[src/rtl/gpiox_pkg.sv]
package gpiox_pkg;
  typedef enum logic [1:0] {
    OWN_GPIO = 2'd0,
    OWN_TMR  = 2'd1,
    OWN_CONV = 2'd2
  } owner_e;

  localparam logic [3:0] ADDR_VAL = 4'h1;
  localparam logic [3:0] ADDR_DIR = 4'h5;
endpackage

[src/rtl/gpiox_regs.sv]
module gpiox_regs #(
  parameter int W  = 8,
  parameter int AW = 4
) (
  input  logic          clk,
  input  logic          rst_n,
  input  logic          bus_sel,
  input  logic          bus_wr,
  input  logic [AW-1:0] bus_addr,
  input  logic [W-1:0]  bus_wdata,
  output logic [W-1:0]  val_q,
  output logic [W-1:0]  dir_q
);
  import gpiox_pkg::*;

  logic wr_val, wr_dir;
  assign wr_val = bus_sel && bus_wr && (bus_addr == AW'(ADDR_VAL));
  assign wr_dir = bus_sel && bus_wr && (bus_addr == AW'(ADDR_DIR));

  // output-value register keeps its content through reset
  always_ff @(posedge clk) begin
    if (wr_val) val_q <= bus_wdata;
  end

  always_ff @(posedge clk or negedge rst_n) begin
    if (!rst_n)      dir_q <= '0;
    else if (wr_dir) dir_q <= bus_wdata;
  end
endmodule

[src/rtl/gpiox_sync.sv]
module gpiox_sync #(
  parameter int W      = 8,
  parameter int STAGES = 2
) (
  input  logic         clk,
  input  logic         rst_n,
  input  logic [W-1:0] d,
  output logic [W-1:0] q
);
  logic [STAGES-1:0][W-1:0] chain;

  always_ff @(posedge clk or negedge rst_n) begin
    if (!rst_n) chain[0] <= '0;
    else        chain[0] <= d;
  end

  for (genvar s = 1; s < STAGES; s++) begin : g_stage
    always_ff @(posedge clk or negedge rst_n) begin
      if (!rst_n) chain[s] <= '0;
      else        chain[s] <= chain[s-1];
    end
  end

  assign q = chain[STAGES-1];
endmodule

[src/rtl/gpiox_owner.sv]
module gpiox_owner
  import gpiox_pkg::*;
#(
  parameter int W        = 8,
  parameter int CSW      = 5,
  parameter int TMR_N    = 2,
  parameter int TMR_BASE = W - TMR_N
) (
  input  logic [CSW-1:0]     conv_chsel,
  input  logic [2*TMR_N-1:0] tmr_mode,
  input  logic [TMR_N-1:0]   tmr_oc,
  input  logic [TMR_N-1:0]   tmr_out,
  input  logic [W-1:0]       val_q,
  input  logic [W-1:0]       dir_q,
  input  logic [W-1:0]       pin_sync,
  input  logic [W-1:0]       pad_in,
  output owner_e [W-1:0]     own,
  output logic [W-1:0]       pad_out,
  output logic [W-1:0]       pad_oe,
  output logic [TMR_N-1:0]   tmr_cap,
  output logic               conv_in
);
  localparam int IDXW = $clog2(W);

  logic conv_any;
  assign conv_any = (conv_chsel < CSW'(W));
  assign conv_in  = conv_any ? pad_in[conv_chsel[IDXW-1:0]] : 1'b0;

  for (genvar i = 0; i < W; i++) begin : g_pin
    logic conv_hit, tmr_hit, tmr_drive, tmr_val;
    assign conv_hit = conv_any && (conv_chsel == CSW'(i));
    if (i >= TMR_BASE && i < TMR_BASE + TMR_N) begin : g_tmr
      localparam int K = i - TMR_BASE;
      assign tmr_hit   = (tmr_mode[2*K +: 2] != 2'b00);
      assign tmr_drive = tmr_oc[K];
      assign tmr_val   = tmr_out[K];
    end else begin : g_plain
      assign tmr_hit   = 1'b0;
      assign tmr_drive = 1'b0;
      assign tmr_val   = 1'b0;
    end

    always_comb begin
      if (conv_hit) begin
        own[i]     = OWN_CONV;
        pad_oe[i]  = 1'b0;
        pad_out[i] = 1'b0;
      end else if (tmr_hit) begin
        own[i]     = OWN_TMR;
        pad_oe[i]  = tmr_drive;
        pad_out[i] = tmr_drive & tmr_val;
      end else begin
        own[i]     = OWN_GPIO;
        pad_oe[i]  = dir_q[i];
        pad_out[i] = val_q[i];
      end
    end
  end

  for (genvar k = 0; k < TMR_N; k++) begin : g_cap
    assign tmr_cap[k] = (own[TMR_BASE+k] == OWN_TMR) && !tmr_oc[k] && pin_sync[TMR_BASE+k];
  end
endmodule

[src/rtl/gpiox_readmux.sv]
module gpiox_readmux
  import gpiox_pkg::*;
#(
  parameter int W  = 8,
  parameter int AW = 4
) (
  input  logic          bus_sel,
  input  logic [AW-1:0] bus_addr,
  input  owner_e [W-1:0] own,
  input  logic [W-1:0]  val_q,
  input  logic [W-1:0]  dir_q,
  input  logic [W-1:0]  pin_sync,
  output logic [W-1:0]  bus_rdata
);
  logic [W-1:0] port_view;

  for (genvar i = 0; i < W; i++) begin : g_view
    always_comb begin
      if (dir_q[i])               port_view[i] = val_q[i];
      else if (own[i] == OWN_CONV) port_view[i] = 1'b0;
      else                         port_view[i] = pin_sync[i];
    end
  end

  always_comb begin
    bus_rdata = '0;
    if (bus_sel) begin
      if (bus_addr == AW'(ADDR_VAL))      bus_rdata = port_view;
      else if (bus_addr == AW'(ADDR_DIR)) bus_rdata = dir_q;
    end
  end
endmodule

[src/rtl/gpiox_port.sv]
module gpiox_port #(
  parameter int W        = 8,
  parameter int AW       = 4,
  parameter int CSW      = 5,
  parameter int TMR_N    = 2,
  parameter int SYNC_STG = 2
) (
  input  logic               clk,
  input  logic               rst_n,
  input  logic               bus_sel,
  input  logic               bus_wr,
  input  logic [AW-1:0]      bus_addr,
  input  logic [W-1:0]       bus_wdata,
  output logic [W-1:0]       bus_rdata,
  input  logic [CSW-1:0]     conv_chsel,
  output logic               conv_in,
  input  logic [2*TMR_N-1:0] tmr_mode,
  input  logic [TMR_N-1:0]   tmr_oc,
  input  logic [TMR_N-1:0]   tmr_out,
  output logic [TMR_N-1:0]   tmr_cap,
  input  logic [W-1:0]       pad_in,
  output logic [W-1:0]       pad_out,
  output logic [W-1:0]       pad_oe
);
  import gpiox_pkg::*;

  logic [W-1:0]   val_q;
  logic [W-1:0]   dir_q;
  logic [W-1:0]   pin_sync;
  owner_e [W-1:0] own;

  gpiox_regs #(.W(W), .AW(AW)) i_regs (
    .clk(clk), .rst_n(rst_n), .bus_sel(bus_sel), .bus_wr(bus_wr),
    .bus_addr(bus_addr), .bus_wdata(bus_wdata), .val_q(val_q), .dir_q(dir_q)
  );

  gpiox_sync #(.W(W), .STAGES(SYNC_STG)) i_sync (
    .clk(clk), .rst_n(rst_n), .d(pad_in), .q(pin_sync)
  );

  gpiox_owner #(.W(W), .CSW(CSW), .TMR_N(TMR_N)) i_owner (
    .conv_chsel(conv_chsel), .tmr_mode(tmr_mode), .tmr_oc(tmr_oc),
    .tmr_out(tmr_out), .val_q(val_q), .dir_q(dir_q), .pin_sync(pin_sync),
    .pad_in(pad_in), .own(own), .pad_out(pad_out), .pad_oe(pad_oe),
    .tmr_cap(tmr_cap), .conv_in(conv_in)
  );

  gpiox_readmux #(.W(W), .AW(AW)) i_rmux (
    .bus_sel(bus_sel), .bus_addr(bus_addr), .own(own), .val_q(val_q),
    .dir_q(dir_q), .pin_sync(pin_sync), .bus_rdata(bus_rdata)
  );
endmodule

[config.mk]
export PLATFORM = sky130hd
export DESIGN_NAME = gpiox_port
export DESIGN_NICKNAME = d
export VERILOG_FILES = /design/src/rtl/gpiox_pkg.sv /design/src/rtl/gpiox_regs.sv /design/src/rtl/gpiox_sync.sv /design/src/rtl/gpiox_owner.sv /design/src/rtl/gpiox_readmux.sv /design/src/rtl/gpiox_port.sv
export SDC_FILE = /design/constraint.sdc
export NUM_CORES = 1
export LEC_CHECK = 0
export BUFFER_PORTS_ARGS = -buffer_cell sky130_fd_sc_hd__buf_2
export CAP_MARGIN = 25
export CORE_MARGIN = 5
export CORE_UTILIZATION = 51
export DETAILED_ROUTE_END_ITERATION = 10
export PLACE_DENSITY = 0.84
export REMOVE_ABC_BUFFERS = 1
export SLEW_MARGIN = 20
export SYNTH_ARGS = -nofsm -noshare
export SYNTH_HDL_FRONTEND = slang
export SYNTH_SLANG_ARGS = --single-unit
[constraint.sdc]
create_clock -name clk -period 1.9 [get_ports clk]
set_input_delay 0 -clock clk [delete_from_list [all_inputs] [get_ports clk]]
set_output_delay 0 -clock clk [all_outputs]
set_load 0.005 [all_outputs]
==> parameters.txt <==
Parameter                              Value

Status
  Result of the run ... completed

Detailed routing
  Number of DRC violations after detailed routing ... 0
  Number of detailed-route iterations in the first pass ... 4
  Routed vias ... 1427
  Detailed Route WL ... 4.07 mm
  Average via count per standard cell ... 5.34
  Wirelength per Cell ... 15.2 um
  Number of DRC markers after the initial detailed-route iteration ... 76
  Antenna Violating Nets Remaining ... 0

Clocking
  Cts bufs inserted ... 5
  Post CTS Setup Buffer Count ... 0
  H-tree level count ... 2
  Clock latency of the later-clocked register in the worst-skew pair ... 0.33 ns
  Number of resized instances in the post-cts repair step ... 0
  Number of sinks handled by clock tree synthesis ... 32
  Clock-pin slew on the worst setup and hold paths ... 0.10 ns
  Buffer depth of the longest clock path ... 2
  Clock tree from TritonCTS ... done
  Clock Root Buffer ... clkbuf_4

Global routing
  First-pass GRT wire length ... 6.49 mm
  Vias in the first global route ... 1483
  Aggregate global-route resource usage ... 0.205
  Total gr overflow ... 0
  Maximum number of pins on one net before global-route repair ... 25
  Number of antenna violations at the first check in global routing ... 0

Setup path
  Critical path, cell by cell ... inv_1, o311ai_2, a221oi_1, buf_2
  Data arrival at the endpoint of the critical path ... 1.48 ns
  Largest incremental delay on the critical path ... 0.40 ns
  Slowest cell on the critical path ... dfrtp_1
  Maximum fanout along the worst path ... 3
  Critical path launch point type ... register
  Required time at the endpoint of the critical path ... 1.90 ns
  Sort of element at the end of the critical path ... primary output
  Setup Crit Path Kind ... register to primary output

Layout
  Area Growth Syn to Fin ... 34.8%
  Layout cells sized above 1 ... 0.327
  Commonest cells after routing, fill and taps aside ... buf_2 (63), dfrtp_1 (24), nor2b_1 (17), dlygate4sd3_1 (17), nand2_1 (12)
  Fin cells ... 267
  Util after Layout ... 0.708
  Most common cell after layout, fill and taps aside ... buf_2
  Antenna cell count ... 0
  Net count of the finished layout ... 259

Floorplan
  Initial cell density of the core ... 0.525
  Die Y-Extent ... 65.8 um
  Width of the die ... 65.8 um
  Die Outline Area ... 4330 um2
  Ports placed on the boundary ... 64
  Number of core rows ... 20
  Core Footprint ... 3030 um2

Logic synthesis
  Most common flop cell mapped by yosys ... dfrtp_1
  Cell area after synthesis ... 1590 um2
  Number of synthesized flops with an enable pin ... 8
  Average cell area after synthesis ... 11.4 um2
  Sequential-to-total area share from yosys stat ... 0.529
  Synthesis-stage register bit count ... 32
  Warnings, synthesis ... 0
  Ys async rst share ... 0.750
  Library cells used by synthesis ... 35
  Post-synthesis instance total ... 140

Run
  Number of maximum-capacitance violations ... 0

Power and ir drop
  Pwr Density ... 670 nW/um2
  Peak supply drop ... 481 uV
  Static leakage power ... 0.972 nW
  Total power consumption of the routed design ... 1.44 mW

Timing
  Tightest Pin Transition ... 0.509 ns
  Worst-case hold slack ... 0.163 ns
  Shortest period the worst path allows ... 1.48 ns
  Number of pins exceeding their max-slew limit in the final report ... 0
  Clock skew after layout ... 0.0101 ns
  Final setup fails ... 0
  Final period util ... 0.779
  Max frequency ... 676 MHz
  Rel. slew slack ... 0.660
  Sum of negative setup slack ... 0 ns
  Number of hold violations in the final report ... 0
  Setup repair after global routing missed its margin ... false

Worst hold path
  Hold Path Class ... input port to async pin

Placement
  Half-perimeter wire length after placement ... 3.00 mm
  Number of port buffers ... 63
  Placed cells ... 242
  Global placement routability congestion ... 0.852
==> registers in the layout, indices dropped and copies added, names as in the netlist <==
name          count
i_regs.dir_q      8
i_regs.val_q      8
i_sync.chain      8
i_sync.q          8
==> where the power goes <==
group / internal (mW) / switching, mW / total [mW]
registers: 0.757 / 0.0417 / 0.798
logic: 0.151 / 0.136 / 0.286
clock network: 0.144 / 0.208 / 0.352
total: 1.05 / 0.385 / 1.44
==> final timing paths <==
path	end	start	slack, ns	cells after the start
max	bus_rdata[4]	i_regs.dir_q[4]	0.42	4
min	i_regs.dir_q[4]	rst_n	0.16	2
max reg2reg	i_regs.dir_q[7]	i_regs.dir_q[7]	1.07	1
min reg2reg	i_sync.q[3]	i_sync.chain[3]	0.34	0
max in group asynchronous	i_sync.q[6]	rst_n	1.38	2
min in group clk	tmr_cap[0]	tmr_oc[0]	0.26	3
==> final cells by class <==
cell class	instances	area, um2
clock buffers	7	45.0
clock inverters	1	5.00
fillers	232	885
inverters	3	11.3
multi-input cells	99	693
flip-flops and latches	32	841
well taps	44	55.1
repair buffers	81	493
==> logic make-up after synthesis <==
kind of cell    share of synthesized area
simple gates                        0.216
flops                               0.529
compound gates                      0.141
mux                                0.0795
buf+inv                            0.0354
==> metal layers <==
metal	GRT usage	share of wire	up-vias
met5	0	0	-
met4	0.111	0.028	0
met3	0.0748	0.061	14
met2	0.367	0.54	63
met1	0.202	0.37	672
li1	-	-	678
==> critical path: cells and delay by family (launching register included) <==
| kind | cells | cell delay, ns |
|---|---|---|
| flip-flops | 1 | 0.40 |
| AO/OA/AOI/OAI | 2 | 0.45 |
| buffers and inverters | 2 | 0.30 |
==> cells in the mapped netlist, types with 2 or more instances <==
master | count | area [um2]
nor3_1 | 2 | 10.0
mux2_1 | 8 | 90.1
a21oi_1 | 4 | 20.0
nand2b_1 | 2 | 12.5
nor2b_1 | 17 | 106
a311oi_1 | 6 | 52.6
and2_1 | 4 | 25.0
o211ai_1 | 2 | 15.0
nand3_1 | 2 | 10.0
o311ai_2 | 2 | 32.5
o21ai_1 | 6 | 30.0
inv_1 | 3 | 11.3
nor4b_1 | 2 | 17.5
nor2_1 | 9 | 33.8
o31a_1 | 2 | 17.5
and3_1 | 2 | 12.5
buf_6 | 2 | 22.5
nand2_1 | 12 | 45.0
a221oi_1 | 2 | 17.5
buf_2 | 3 | 15.0
dfrtp_1 | 24 | 601
o21ai_0 | 3 | 15.0
edfxtp_1 | 8 | 240
a21boi_0 | 2 | 15.0
==> stage by stage <==
step	instance area (um2)	worst slack, ns
4_1_cts	2140	0.407
3_3_place_gp	1920	0.627
2_1_floorplan	1550	0.804
3_5_place_dp	1920	0.562
5_1_grt	2140	0.358
6_report	2140	0.421
==> timing repair <==
| action | CTS | global route |
|---|---|---|
| hold endpoints to repair | 48 | 0 |
| hold buffers | 17 | 0 |
| endpoints found under the setup margin | 0 | 0 |
Note: power is estimated with default switching activity, not from simulation.
